===== src/rtl/cam_pkg.sv =====
package cam_pkg;

    typedef enum logic [1:0] {
        OP_IDLE  = 2'b00,
        OP_WRITE = 2'b01,
        OP_READ  = 2'b10,
        OP_CMP   = 2'b11
    } cam_op_e;

endpackage


===== src/rtl/cam_store.sv =====
module cam_store #(
    parameter int DATA_W = 32,
    parameter int DEPTH  = 16,
    parameter int ADDR_W = $clog2(DEPTH)
) (
    input  logic                          clk,
    input  logic                          rst_n,
    input  logic                          wr_en,
    input  logic [ADDR_W-1:0]             acc_addr,
    input  logic [DATA_W-1:0]             wr_word,
    input  logic                          wr_valid,
    output logic [DATA_W-1:0]             rd_word,
    output logic                          rd_valid,
    output logic [DEPTH-1:0][DATA_W-1:0]  entries,
    output logic [DEPTH-1:0]              valid_vec
);

    logic [DEPTH-1:0][DATA_W-1:0] mem_d, mem_q;
    logic [DEPTH-1:0]             vld_d, vld_q;

    always_comb begin
        mem_d = mem_q;
        vld_d = vld_q;
        if (wr_en) begin
            mem_d[acc_addr] = wr_word;
            vld_d[acc_addr] = wr_valid;
        end
    end

    always_ff @(posedge clk or negedge rst_n) begin
        if (!rst_n) begin
            mem_q <= '0;
            vld_q <= '0;
        end else begin
            mem_q <= mem_d;
            vld_q <= vld_d;
        end
    end

    assign rd_word   = mem_q[acc_addr];
    assign rd_valid  = vld_q[acc_addr];
    assign entries   = mem_q;
    assign valid_vec = vld_q;

    // an empty write leaves that entry unable to match
    a_r4_empty_write: assert property (@(posedge clk) disable iff (!rst_n)
        (wr_en && !wr_valid) |=> !vld_q[$past(acc_addr)]);

    // a stored word is readable at its address on the next cycle
    a_r1_word_stored: assert property (@(posedge clk) disable iff (!rst_n)
        wr_en |=> (mem_q[$past(acc_addr)] == $past(wr_word)));

endmodule


===== src/rtl/cam_match.sv =====
module cam_match #(
    parameter int DATA_W = 32,
    parameter int DEPTH  = 16,
    parameter int ADDR_W = $clog2(DEPTH)
) (
    input  logic [DEPTH-1:0][DATA_W-1:0] entries,
    input  logic [DEPTH-1:0]             valid_vec,
    input  logic [DATA_W-1:0]            key,
    output logic                         hit_any,
    output logic [ADDR_W-1:0]            hit_idx
);

    logic [DEPTH-1:0] hit_vec;
    logic [DEPTH-1:0] below_mask;

    for (genvar g = 0; g < DEPTH; g++) begin : g_cmp
        assign hit_vec[g] = valid_vec[g] && (entries[g] == key);
    end

    assign hit_any = |hit_vec;

    always_comb begin
        hit_idx = '0;
        for (int i = DEPTH - 1; i >= 0; i--) begin
            if (hit_vec[i]) begin
                hit_idx = ADDR_W'(i);
            end
        end
    end

    assign below_mask = (DEPTH'(1) << hit_idx) - DEPTH'(1);

    // the reported index hits and nothing below it does
    always_comb begin
        if (hit_any) begin
            a_r10_lowest_wins: assert (hit_vec[hit_idx] && ((hit_vec & below_mask) == '0));
        end
    end

endmodule


===== src/rtl/cam_cascade_top.sv =====
module cam_cascade_top #(
    parameter int DATA_W = 32,
    parameter int DEPTH  = 16,
    parameter int ADDR_W = $clog2(DEPTH)
) (
    input  logic              clk,
    input  logic              rst_n,
    input  logic [1:0]        op_code,
    input  logic [ADDR_W-1:0] op_addr,
    input  logic [DATA_W-1:0] op_data,
    input  logic              valid_in_n,
    input  logic              cas_match_in_n,
    input  logic              cas_full_in_n,
    output logic [DATA_W-1:0] rd_data,
    output logic              rd_valid_n,
    output logic [ADDR_W-1:0] res_addr,
    output logic              res_drive,
    output logic              match_n,
    output logic              full_n
);

    import cam_pkg::*;

    typedef struct packed {
        logic [DATA_W-1:0] rdata;
        logic              rvalid_n;
        logic [ADDR_W-1:0] raddr;
        logic              drive;
        logic              mflag_n;
    } res_t;

    localparam res_t RES_RESET = '{rdata: '0, rvalid_n: 1'b1, raddr: '0,
                                   drive: 1'b0, mflag_n: 1'b1};

    cam_op_e                      op;
    logic                         wr_en;
    logic [DATA_W-1:0]            st_word;
    logic                         st_valid;
    logic [DEPTH-1:0][DATA_W-1:0] entries;
    logic [DEPTH-1:0]             valid_vec;
    logic                         hit_any;
    logic [ADDR_W-1:0]            hit_idx;
    res_t                         res_d, res_q;

    assign op    = cam_op_e'(op_code);
    assign wr_en = (op == OP_WRITE);

    cam_store #(.DATA_W(DATA_W), .DEPTH(DEPTH), .ADDR_W(ADDR_W)) i_store (
        .clk       (clk),
        .rst_n     (rst_n),
        .wr_en     (wr_en),
        .acc_addr  (op_addr),
        .wr_word   (op_data),
        .wr_valid  (!valid_in_n),
        .rd_word   (st_word),
        .rd_valid  (st_valid),
        .entries   (entries),
        .valid_vec (valid_vec)
    );

    cam_match #(.DATA_W(DATA_W), .DEPTH(DEPTH), .ADDR_W(ADDR_W)) i_match (
        .entries   (entries),
        .valid_vec (valid_vec),
        .key       (op_data),
        .hit_any   (hit_any),
        .hit_idx   (hit_idx)
    );

    always_comb begin
        res_d = res_q;
        unique case (op)
            OP_WRITE: begin
                res_d.raddr = op_addr;
                res_d.drive = 1'b1;
            end
            OP_READ: begin
                res_d.rdata    = st_word;
                res_d.rvalid_n = !st_valid;
                res_d.raddr    = op_addr;
                res_d.drive    = 1'b1;
            end
            OP_CMP: begin
                res_d.mflag_n = !(hit_any || !cas_match_in_n);
                res_d.drive   = hit_any && cas_match_in_n;
                res_d.raddr   = hit_any ? hit_idx : '0;
            end
            default: ;
        endcase
    end

    always_ff @(posedge clk or negedge rst_n) begin
        if (!rst_n) begin
            res_q <= RES_RESET;
        end else begin
            res_q <= res_d;
        end
    end

    assign rd_data    = res_q.rdata;
    assign rd_valid_n = res_q.rvalid_n;
    assign res_addr   = res_q.raddr;
    assign res_drive  = res_q.drive;
    assign match_n    = res_q.mflag_n;
    assign full_n     = !((&valid_vec) && !cas_full_in_n);

    // only a compare may move the match flag
    a_r7_flag_holds: assert property (@(posedge clk) disable iff (!rst_n)
        (op != OP_CMP) |=> $stable(match_n));

    // a low cascade input forces the flag low after a compare
    a_r5_cascade_forces: assert property (@(posedge clk) disable iff (!rst_n)
        (op == OP_CMP && !cas_match_in_n) |=> (!match_n && !res_drive));

    // after a compare, bus ownership implies a reported match
    a_r6_claim_with_flag: assert property (@(posedge clk) disable iff (!rst_n)
        (op == OP_CMP) |=> (!res_drive || !match_n));

    // writing an empty entry clears the full condition
    a_r8_not_full_after_empty: assert property (@(posedge clk) disable iff (!rst_n)
        (op == OP_WRITE && valid_in_n) |=> full_n);

    // idle leaves the result registers unchanged
    a_r11_idle_quiet: assert property (@(posedge clk) disable iff (!rst_n)
        (op == OP_IDLE) |=> ($stable(res_addr) && $stable(res_drive) && $stable(rd_data)));

endmodule


===== config.mk =====
export PLATFORM = sky130hd
export DESIGN_NAME = cam_cascade_top
export DESIGN_NICKNAME = d
export VERILOG_FILES = /design/src/rtl/cam_pkg.sv /design/src/rtl/cam_store.sv /design/src/rtl/cam_match.sv /design/src/rtl/cam_cascade_top.sv
export SDC_FILE = /design/constraint.sdc
export NUM_CORES = 2
export LEC_CHECK = 0
export ABC_AREA = 1
export BUFFER_PORTS_ARGS = -buffer_cell sky130_fd_sc_hd__clkbuf_2
export CAP_MARGIN = 20
export CORE_ASPECT_RATIO = 2
export CORE_MARGIN = 3
export CORE_UTILIZATION = 55
export DETAILED_ROUTE_END_ITERATION = 7
export HOLD_SLACK_MARGIN = 0.02
export PLACE_DENSITY = 0.72
export REMOVE_ABC_BUFFERS = 1
export SYNTH_ARGS = -nofsm -noshare
export SYNTH_HDL_FRONTEND = slang
export SYNTH_SLANG_ARGS = --single-unit

===== constraint.sdc =====
create_clock -name clk -period 3.07 [get_ports clk]
set_input_delay 0.1535 -clock clk [delete_from_list [all_inputs] [get_ports clk]]
set_output_delay 0.1535 -clock clk [all_outputs]
set_load 0.01 [all_outputs]

==> flow_summary.json <==
{
  "finalCritPeriodShare": 0.977,
  "ys_async_sr_fraction": 1.00,
  "routed_via_density": 6.99,
  "die_area_mm2": 0.0591,
  "hold_slack_ns": 0.0726,
  "synthFlopType": "dfrtp_1",
  "preCtsSetupSlack_ns": 0.0790,
  "clockBufferDepth": 3,
  "netlist_area_mm2": 0.0308,
  "nNetsFinal": 3965,
  "finalHoldViolCount": 0,
  "total_leakage_power_nw": 15.3,
  "grt_max_degree": 84,
  "yosysTopAreaCell": "dfrtp_1",
  "synth_top_family_by_area": "compound AO/OA/AOI/OAI gates",
  "dr_total_vias": 33000,
  "synth.yosys.warnings": 0,
  "synth-simple-area-share": 0.193,
  "overflow": 0,
  "slew_headroom": 0.325,
  "synth_area_leaders": "dfrtp_1 (46%), nand2_1 (12%), o21ai_0 (9.5%)",
  "top_usage_layer": "met2",
  "synth_mux_area_frac": 0,
  "criticalPathCategory": "flop to flop",
  "areaGrowthSynthToFinish_pct": 13.2,
  "top_level_ports": 83,
  "grt_pass1_vias": 31600,
  "status": "complete, but fails checks",
  "first_iter_violations": 6020,
  "fp-row-count": 122,
  "final_antenna_net_count": 0,
  "slowest_delay_ns": 0.49,
  "clock_latency_ns": 0.66,
  "rsz0062_at_grt": "no",
  "cts_max_level": 2,
  "grt_pass1_wl_mm": 240,
  "antenna_found_initial": 13,
  "fin_crit_ns": 3.00,
  "dp_hpwl_mm": 119,
  "violations": "design-rule violations",
  "gp_congestion": 1.18,
  "cts.sinks": 567,
  "layoutNonFillerInstCount": 4720,
  "tritoncts": "built",
  "cp_cell_sequence": "a22o_1, nor3_1, nand4_1, buf_4, nor4_1, buf_4, nand3_1, buf_4, and2_4, nand2_4, nor2_2, nand2_4, buf_4, nand2_1, a21oi_1",
  "drive_gt1_frac": 0.125,
  "dp_cells": 4600,
  "crit_path_frequent_cell": "buf_4",
  "grt_util_met2": 0.856,
  "crit_required_ns": 3.62,
  "setup_ws_ns": 0.0721,
  "yosys.area.top_type_share": 0.459,
  "synth_seq_area_share": 0.460,
  "ys_types": 49,
  "fp.dieW_um": 173,
  "endpoint_kind": "flop",
  "max_clock_freq_ghz": 0.334,
  "synth_xor_area_frac": 0.0497,
  "clk_pin_slew_worst_paths_ns": 0.07,
  "die_h_um": 341,
  "wl_per_cell_um": 35.8,
  "startpoint_type": "flop",
  "total_power_mw": 24.0,
  "cts_made_buffers": 53,
  "synthAdderAreaFrac": 0,
  "cts-root-buf": "clkbuf_16",
  "cpMaxStageDelayCell": "dfrtp_1",
  "start_util": 0.556,
  "synth_compound_area_frac": 0.220,
  "grtUsageMet1": 0.573,
  "io_buffers": 82,
  "max_cap_viol_count": 0,
  "routed_wl_mm": 169,
  "crit_arrival_ns": 3.55,
  "drv_slew": 0,
  "ir_drop_uv": 605,
  "max_slew.worst_pin.slew_ns": 1.01,
  "crit_fanout": 4,
  "power_density_mw_per_mm2": 687,
  "hold_path_class": "input pin to flop",
  "coreArea_mm2": 0.0554,
  "route.detailed.drc": 7,
  "grt_use_met3": 0.216,
  "first_pass_iters": 8,
  "finalSetupViolations": 0,
  "synth_seq_cells": 567,
  "synth_area_per_cell_um2": 7.97,
  "fin_skew_ns": 0.0375,
  "grt_use_total": 0.572,
  "synth_edf_count": 0,
  "synth_cells": 3866
}
[final timing paths]
| check | from | end | slack (ns) | cells after the start |
|---|---|---|---|---|
| min reg2reg | i_store.valid_vec[1]$_DFFE_PN0P_ | i_store.valid_vec[1]$_DFFE_PN0P_ | 0.49 | 2 |
| max | i_store.entries[164]$_DFFE_PN0P_ | res_drive$_DFFE_PN0P_ | 0.07 | 15 |
| max reg2reg | i_store.entries[164]$_DFFE_PN0P_ | res_drive$_DFFE_PN0P_ | 0.07 | 15 |
| min in group asynchronous | rst_n | i_store.entries[487]$_DFFE_PN0P_ | 0.13 | 2 |
| max in group asynchronous | rst_n | i_store.entries[379]$_DFFE_PN0P_ | 1.84 | 3 |
| min | op_data[25] | i_store.entries[505]$_DFFE_PN0P_ | 0.07 | 3 |
[state kept, by name, indices dropped and copies added, names as in the netlist]
| name | cells |
|---|---|
| i_store.entries | 512 |
| i_store.valid_vec | 16 |
| match_n | 1 |
| rd_data | 32 |
| rd_valid_n | 1 |
| res_addr | 4 |
| res_drive | 1 |
[cell usage in the layout, fill, tap and decap left out, types with 16 or more instances in the layout]
cell type  instances
nand2_1          947
o21ai_0          584
dfrtp_1          565
inv_1            216
buf_4            207
nor2_1           166
nand3_1          157
xnor2_1          137
a22oi_1          133
o22ai_1          133
clkbuf_2          80
o221ai_1          58
o211ai_1          56
a21oi_1           55
clkbuf_16         53
nand4_1           39
xor2_1            37
a41oi_1           33
nor4_1            31
buf_12            30
or2_2             24
nor3_1            22
inv_2             21
nand2_2           19
o2111ai_1         18
a22o_1            16
[stage by stage]
step           utilization  cell area, um2  setup TNS (ns)
6_report             0.630           34900               0
5_1_grt              0.630           34900               0
4_1_cts              0.629           34900               0
3_5_place_dp         0.595           33000               0
3_3_place_gp         0.595           33000               0
2_1_floorplan            -           29400         -128.83
[cell type report]
| cell class | count | area [um2] |
|---|---|---|
| diodes | 11 | 27.5 |
| clock inverters | 24 | 262 |
| clock buffers | 74 | 1540 |
| flip-flops and latches | 567 | 14200 |
| inverters | 242 | 913 |
| multi-input cells | 2729 | 14400 |
| repair buffers | 329 | 2680 |
| fillers | 5079 | 20500 |
| well taps | 744 | 931 |
[cells in the mapped netlist, types with 13 or more instances]
master     number
a211oi_1       13
a21oi_1        55
a22o_1         16
a22oi_1       133
a41oi_1        33
buf_2          59
buf_4          20
clkbuf_1      230
dfrtp_1       565
inv_1         216
inv_2          21
nand2_1       966
nand3_1       157
nand4_1        39
nor2_1        172
nor3_1         22
nor4_1         31
o2111ai_1      18
o211ai_1       56
o21ai_0       584
o221ai_1       58
o22ai_1       133
or2_2          24
xnor2_1       138
xor2_1         37
[layer usage]
metal / part of all wire / vias up / routed length, um
li1: - / 13300 / -
met5: 0.00017 / - / 28
met4: 0.16 / 4 / 26800
met2: 0.44 / 3045 / 73500
met3: 0.12 / 1307 / 20000
met1: 0.29 / 15300 / 48700
[cell families after synthesis]
family | after synthesis
and+or+nand+nor | 1435
AOI/OAI and AO/OA | 1119
buffers and inverters | 570
DFF | 567
xor gates and xnor gates | 175
[report_power, final]
part	switching, mW	internal (mW)
clock	3.25	3.85
sequential	1.89	8.83
combinational	4.08	2.08
[worst max-delay path: cells and delay by family, from the launching register on]
kind	cells	cell delay, ns
buffers and inverters	4	0.71
DFF	1	0.49
and+or+nand+nor	9	1.11
AOI/OAI and AO/OA	2	0.59
[repair_timing]
action | 4_1_cts | 5_1_grt
hold buffers | 11 | 0
setup buffers | 0 | 0
resized for setup | 0 | 2
setup endpoints to repair | 0 | 5
endpoints found under the hold margin | 109 | 0
(Power assumes the default switching activity.)
